$ cat src/rtl/poh_pkg.sv
package poh_pkg;
    localparam int BYTE_W     = 8;
    localparam int NIB_W      = 4;
    localparam int REI_MAX    = 8;
    localparam int REI_FORCED = 3;

    typedef logic [BYTE_W-1:0] byte_t;
    typedef logic [NIB_W-1:0]  nib_t;

    typedef struct packed {
        logic  vld;
        logic  sof;
        logic  b3;
        logic  g1;
        byte_t data;
    } slot_t;

    typedef enum logic [1:0] {
        REI_FROM_CNT = 2'd0,
        REI_FROM_SW  = 2'd1,
        REI_FROM_ERR = 2'd2
    } rei_src_e;

    function automatic nib_t clamp_rei(input nib_t cnt);
        return (cnt > nib_t'(REI_MAX)) ? nib_t'(REI_MAX) : cnt;
    endfunction
endpackage

$ cat src/rtl/poh_bip_acc.sv
module poh_bip_acc
    import poh_pkg::*;
(
    input  logic  clk,
    input  logic  rst,
    input  logic  vld,
    input  logic  sof,
    input  byte_t tx_byte,
    output byte_t prev_par
);
    byte_t acc_q;
    byte_t held_q;

    always_ff @(posedge clk) begin
        if (rst) begin
            acc_q  <= '0;
            held_q <= '0;
        end else if (vld) begin
            if (sof) begin
                held_q <= acc_q;
                acc_q  <= tx_byte;
            end else begin
                acc_q  <= acc_q ^ tx_byte;
            end
        end
    end

    // Parity of the finished frame is visible on the first byte of the next
    assign prev_par = (vld && sof) ? acc_q : held_q;
endmodule

$ cat src/rtl/poh_err_arm.sv
module poh_err_arm (
    input  logic clk,
    input  logic rst,
    input  logic strobe,
    input  logic arm_en,
    input  logic b3_hit,
    output logic flip
);
    logic strobe_q;
    logic pend_q;
    logic rise;

    assign rise = strobe && !strobe_q;
    assign flip = pend_q || (rise && arm_en);

    always_ff @(posedge clk) begin
        if (rst) begin
            strobe_q <= 1'b0;
            pend_q   <= 1'b0;
        end else begin
            strobe_q <= strobe;
            pend_q   <= b3_hit ? 1'b0 : flip;
        end
    end
endmodule

$ cat src/rtl/poh_rei_sel.sv
module poh_rei_sel
    import poh_pkg::*;
(
    input  nib_t     rx_cnt,
    input  logic     inhibit,
    input  nib_t     sw_val,
    input  logic     force_en,
    input  logic     err_lvl,
    input  logic     glob_en,
    output nib_t     rei,
    output rei_src_e src
);
    always_comb begin
        if (force_en && err_lvl && glob_en) begin
            src = REI_FROM_ERR;
        end else if (inhibit) begin
            src = REI_FROM_SW;
        end else begin
            src = REI_FROM_CNT;
        end
    end

    always_comb begin
        case (src)
            REI_FROM_ERR: rei = nib_t'(REI_FORCED);
            REI_FROM_SW:  rei = sw_val;
            default:      rei = clamp_rei(rx_cnt);
        endcase
    end
endmodule

$ cat src/rtl/poh_b3_g1_gen.sv
module poh_b3_g1_gen
    import poh_pkg::*;
(
    input  logic       clk,
    input  logic       rst,
    input  logic       in_vld,
    input  logic [7:0] in_byte,
    input  logic       in_sof,
    input  logic       in_b3_slot,
    input  logic       in_g1_slot,
    input  logic [3:0] rx_bip_cnt,
    input  logic       rei_inhibit,
    input  logic [3:0] rei_sw_val,
    input  logic       b3_err_en,
    input  logic       err_ins,
    input  logic       rei_force_en,
    input  logic       err_glob_en,
    output logic       out_vld,
    output logic [7:0] out_byte
);
    slot_t    cur;
    byte_t    tx_byte;
    byte_t    prev_par;
    nib_t     rei_nib;
    rei_src_e rei_src;
    logic     b3_flip;

    assign cur = '{vld: in_vld, sof: in_sof, b3: in_b3_slot,
                   g1: in_g1_slot, data: in_byte};

    poh_err_arm u_arm (
        .clk    (clk),
        .rst    (rst),
        .strobe (err_ins),
        .arm_en (b3_err_en),
        .b3_hit (cur.vld && cur.b3),
        .flip   (b3_flip)
    );

    poh_rei_sel u_rei (
        .rx_cnt   (rx_bip_cnt),
        .inhibit  (rei_inhibit),
        .sw_val   (rei_sw_val),
        .force_en (rei_force_en),
        .err_lvl  (err_ins),
        .glob_en  (err_glob_en),
        .rei      (rei_nib),
        .src      (rei_src)
    );

    poh_bip_acc u_bip (
        .clk      (clk),
        .rst      (rst),
        .vld      (cur.vld),
        .sof      (cur.sof),
        .tx_byte  (tx_byte),
        .prev_par (prev_par)
    );

    always_comb begin
        tx_byte = cur.data;
        if (cur.b3) begin
            tx_byte = prev_par ^ {BYTE_W{b3_flip}};
        end else if (cur.g1) begin
            tx_byte = {rei_nib, cur.data[NIB_W-1:0]};
        end
    end

    always_ff @(posedge clk) begin
        if (rst) begin
            out_vld  <= 1'b0;
            out_byte <= '0;
        end else begin
            out_vld  <= cur.vld;
            out_byte <= tx_byte;
        end
    end
endmodule

$ cat config.mk
export PLATFORM = sky130hd
export DESIGN_NAME = poh_b3_g1_gen
export DESIGN_NICKNAME = d
export VERILOG_FILES = /design/src/rtl/poh_pkg.sv /design/src/rtl/poh_bip_acc.sv /design/src/rtl/poh_err_arm.sv /design/src/rtl/poh_rei_sel.sv /design/src/rtl/poh_b3_g1_gen.sv
export SDC_FILE = /design/constraint.sdc
export NUM_CORES = 1
export LEC_CHECK = 0
export BUFFER_PORTS_ARGS = -buffer_cell sky130_fd_sc_hd__buf_2
export CAP_MARGIN = 20
export CORE_MARGIN = 5
export CORE_UTILIZATION = 40
export CTS_BUF_LIST = sky130_fd_sc_hd__clkbuf_4 sky130_fd_sc_hd__clkbuf_8 sky130_fd_sc_hd__clkbuf_16
export DETAILED_ROUTE_END_ITERATION = 6
export PLACE_DENSITY = 0.66
export SYNTH_ARGS = -nofsm -noshare
export SYNTH_HDL_FRONTEND = slang
export SYNTH_SLANG_ARGS = --single-unit
$ cat constraint.sdc
create_clock -name clk -period 1.98 [get_ports clk]
set_input_delay 0.099 -clock clk [delete_from_list [all_inputs] [get_ports clk]]
set_output_delay 0.099 -clock clk [all_outputs]
set_load 0.005 [all_outputs]
## Word level (Yosys, flattened, before mapping)

Cells that the tools add are included.

| storage, ports and cells | value |
|---|---|
| bits in registers | 27 |
| input bits | 27 |
| logic and storage cells | 29 |

| cells by class | value |
|---|---|
| magnitude comparators | 1 |
| equal/unequal tests | 2 |
| muxes and demuxes | 8 |
| bitwise operators | 2 |
| reduce and logical (&&, ||, !) cells | 10 |

Operators with widths:

| kind | number |
|---|---|
| $mux 8 | 4 |
| $xor 8x8->8 | 2 |
| $pmux 4 s2 | 1 |
| $logic_and 1x1->1 | 6 |
| $gt 4x4->1 const B | 1 |
| $mux 4 | 1 |
| $eq 2x1->1 const B | 1 |
| $eq 2x2->1 const B | 1 |
| $mux 2 | 1 |
| $reduce_and 2->1 | 1 |
| $reduce_or 2->1 | 1 |
| $logic_not 1->1 | 1 |
| $logic_or 1x1->1 | 1 |
| $mux 1 | 1 |

## Logic depth before layout (Yosys ltp)

| logic depth | value |
|---|---|
| depth in word-level cells | 9 |
| depth in mapped cells | 7 |
| gate-level depth less buffers | 5 |

## Modules after synthesis

A second synthesis with hierarchy kept.

| second synthesis, totals | value |
|---|---|
| cell total of the unflattened synthesis | 167 |
| area total of the unflattened synthesis | 1552.7 um^2 |

By module, submodules not included:

| module | instances | cells each | area each (um^2) | seq. area each (um^2) |
|---|---|---|---|---|
| poh_bip_acc | 1 | 96 | 898.4 | 320.3 |
| poh_b3_g1_gen | 1 | 49 | 478.0 | 180.2 |
| poh_rei_sel | 1 | 15 | 90.1 | 0.0 |
| poh_err_arm | 1 | 7 | 86.3 | 40.0 |

## Worst setup path after synthesis

Ideal clock, no wire load.

| timing path | value |
|---|---|
| path type | register to register |
| start | register u_arm.strobe_q |
| end | register u_bip.acc_q[3] |
| setup time | 0.120 ns |
| arrival | 1.359 ns |
| data required time | 1.860 ns |
| slack | 0.502 ns |
| stages on the path, launching flop included | 7 |
| path buffers | 1 |
| clock period less this slack | 1.478 ns |
| cells stage by stage | dfxtp_1 -> and3b_1 -> buf_6 -> or2_1 -> xnor2_1 -> o211a_1 -> a211o_1 |

| between the ends | value |
|---|---|
| cells in the longest elaborated chain, start to end | 8 |

RTL lines:

| item | line | source |
|---|---|---|
| start, declared | poh_err_arm.sv:9 | `logic strobe_q;` |
| start signal, assigned | poh_err_arm.sv:21 | `strobe_q <= strobe;` |
| $logic_not 1->1 (*) | poh_err_arm.sv:13 | `assign rise = strobe && !strobe_q;` |
| $logic_and 1x1->1 (*) | poh_err_arm.sv:13 |  |
| $logic_and 1x1->1 (*) | poh_err_arm.sv:14 | `assign flip = pend_q \|\| (rise && arm_en);` |
| $logic_or 1x1->1 (*) | poh_err_arm.sv:14 |  |
| $xor 8x8->8 (*) | poh_b3_g1_gen.sv:63 | `tx_byte = prev_par ^ {BYTE_W{b3_flip}};` |
| $mux 8 (*) | poh_b3_g1_gen.sv:62 | `if (cur.b3) begin` |
| $xor 8x8->8 | poh_bip_acc.sv:23 | `acc_q <= acc_q ^ tx_byte;` |
| $mux 8 (*) | poh_bip_acc.sv:19 | `if (sof) begin` |
| end signal, assigned | poh_bip_acc.sv:21 | `acc_q <= tx_byte;` |
| end signal, assigned | poh_bip_acc.sv:23 |  |
| end, declared | poh_bip_acc.sv:11 | `byte_t acc_q;` |

Every way passes the cells marked *; elsewhere a longest branch is shown, timed or not.
A chain may end at the register's enable or synchronous reset.

## Final worst setup path

Same ends and word-level chain as after synthesis.

==> results.toml <==
[outcome]
status = "finished clean"

[setup_path]
worst_ep_arrival_time_ps = 1710
worstPathRequired_ps = 2150
crit_chain = "and3b_1 -> or2_1 -> xnor2_1 -> o21ai_1 -> a211o_1"
cp-start-kind = "register"
cpMaxStageDelayCell = "dfxtp_1"
crit_fanout = 7
crit_family = "simple AND/OR/NAND/NOR gates"
path_buf_inv = 0
critical_path_class = "reg2reg"
crit_path_end_kind = "register"
max_stage_delay_ps = 310

[detailed_routing]
drt-total-wl_mm = 3.20
routed-via-count = 1308
routed_via_density = 5.34
wl_per_cell_um = 13.1
drt_iter0_drc = 95
drc = 0
firstDrtPassIters = 4
drt.antenna.violating_nets = 0

[synth]
yosys_warnings = 0
synth_edf_count = 0
synth_cell_types = 42
synthArstFlopShare = 0
synth.net_count = 194
synthFlopType = "dfxtp_1"
synthCells = 167
syn_avg_cell_area_um2 = 9.03
ys_ff_latch = 27
syn_area_um2 = 1510
yosysSeqAreaShare = 0.359

[cts]
cts-hold-fix-buffers = 0
cts.path.max_buffers = 2
cts_buffers = 3
cts_setup_buffers = 0
cts_tree = "done"
cts_root_buffer = "clkbuf_8"
cts.sinks = 27
clock_latency_ps = 280
cts_resized = 0
clk_pin_slew_ps = 90
htreeDepth = 1

[hold_path]
hold_class = "in2reg"

[global_routing]
track_usage = 0.136
grt_pass1_wl_mm = 5.81
gr-usage-met2 = 0.210
busiest_layer = "met2"
grt_pass1_vias = 1280
grt_antenna_before_repair = 0
grt_overflow_total = 0
grt_use_met3 = 0.0323
grt_max_degree = 23
grtUsageMet1 = 0.189

[cells_and_area]
design_area_um2 = 1740
area_delta_synth_final_pct = 15.4
fin_util = 0.475
nets = 225
drive_gt1_frac = 0.223
antenna_cells = 0

[die]
core_um2 = 3660
start_util = 0.412
rows = 22
die_h_um = 71.4
die_area_um2 = 5100
die_w_um = 71.4
io_pins = 36

[timing]
period_share = 0.779
fin_skew_ps = 4.25
fmax_mhz = 649
finalCriticalPeriod_ps = 1540
hold_viol_final = 0
slew_headroom = 0.702
max_slew.worst_pin.slew_ps = 446
maxSlewViolCount = 0
tns_ps = 0
rsz0062_at_grt = "no"
setup_viol = 0

[placement]
post-dp-hpwl_mm = 2.32
port_buffers = 35
dpl-instance-area_um2 = 1690
gp_congestion = 0.790

[power]
power_density_nw_per_um2 = 684
peakVddDrop_v = 0.000302
power.leakage_nw = 0.761

[run]
drv_cap = 0
-- worst reg2reg max path, cell delays in order, from the launching register on --
cell and delay (ps):
dfxtp_1 310, and3b_1 270, or2_1 290, xnor2_1 230, o21ai_1 100, a211o_1 250
-- where the power goes --
part           internal [mW]  switching, mW
Sequential             0.582         0.0237
Combinational          0.133          0.134
Clock                  0.141          0.177
-- registers in the layout (all words and copies together), names as in the netlist --
name            flops
out_vld             1
u_arm.strobe_q      1
u_bip.acc_q         8
u_bip.held_q        8
u_arm.pend_q        1
out_byte            8
-- per-layer routing --
layer,share of wire,vias to the layer above
li1,-,655
met1,0.47,620
met2,0.46,28
met3,0.066,5
met4,0.012,0
met5,0,-
-- area by class of cell --
class | count | area [µm²]
multi-input combinational | 127 | 900
timing repair buffer | 36 | 183
inverter | 3 | 11.3
fill | 364 | 1920
sequential | 27 | 541
clock buffer | 3 | 41.3
tap | 48 | 60.1
clock inverter | 1 | 5.00
-- through the flow --
step | hold slack (ps) | setup WS, ps | instances | power [mW]
5_1_grt | 102 | 291 | 245 | 1.27
6_report | 69.9 | 438 | 245 | 1.19
4_1_cts | 74.1 | 441 | 245 | 1.20
2_1_floorplan | 224 | 502 | 167 | 0.814
3_3_place_gp | 357 | 476 | 241 | 0.886
3_5_place_dp | 366 | 453 | 241 | 0.887
-- cells in the mapped netlist, types with 3 or more instances --
cell	instances	area share
dfxtp_1	27	0.36
nor2_1	20	0.050
xnor2_1	14	0.081
mux2i_1	12	0.080
nor2b_1	9	0.037
clkbuf_1	7	0.017
nand2b_1	7	0.029
a21oi_1	6	0.020
nand2_1	4	0.010
nor3_1	4	0.013
o21ai_0	4	0.013
a211oi_1	3	0.015
a32o_1	3	0.020
inv_1	3	0.0075
nor3b_1	3	0.015
o221ai_1	3	0.017
or2_1	3	0.012
-- cells by family (layout without fill, tap and decap cells) --
family	after synthesis	in the layout	share of synthesized area
buffers and inverters	13	43	0.0448
AND/OR/NAND/NOR	61	61	0.232
flip-flops	27	27	0.359
XOR/XNOR	14	14	0.0813
multiplexers	13	13	0.0888
AO/OA/AOI/OAI	39	39	0.195
-- cells in the final DEF, fill, tap and decap left out, types with 3 or more instances in the layout --
master / count
xnor2_1: 14
nor2_1: 20
nand2_1: 4
nor3_1: 4
nand2b_1: 7
clkbuf_8: 3
nor2b_1: 9
dfxtp_1: 27
buf_2: 35
o21ai_0: 4
inv_1: 3
nor3b_1: 3
o221ai_1: 3
a32o_1: 3
a21oi_1: 6
or2_1: 3
mux2i_1: 12
a211oi_1: 3
-- worst paths after layout --
check	from	endpoint	slack, ps	cells after the start
min	err_ins	u_arm.strobe_q	70	2
min reg2reg	u_bip.held_q[3]	u_bip.held_q[3]	520	2
max	u_arm.strobe_q	u_bip.acc_q[3]	440	5
max reg2reg	u_arm.strobe_q	u_bip.acc_q[3]	440	5
(Power assumes the default switching activity.)
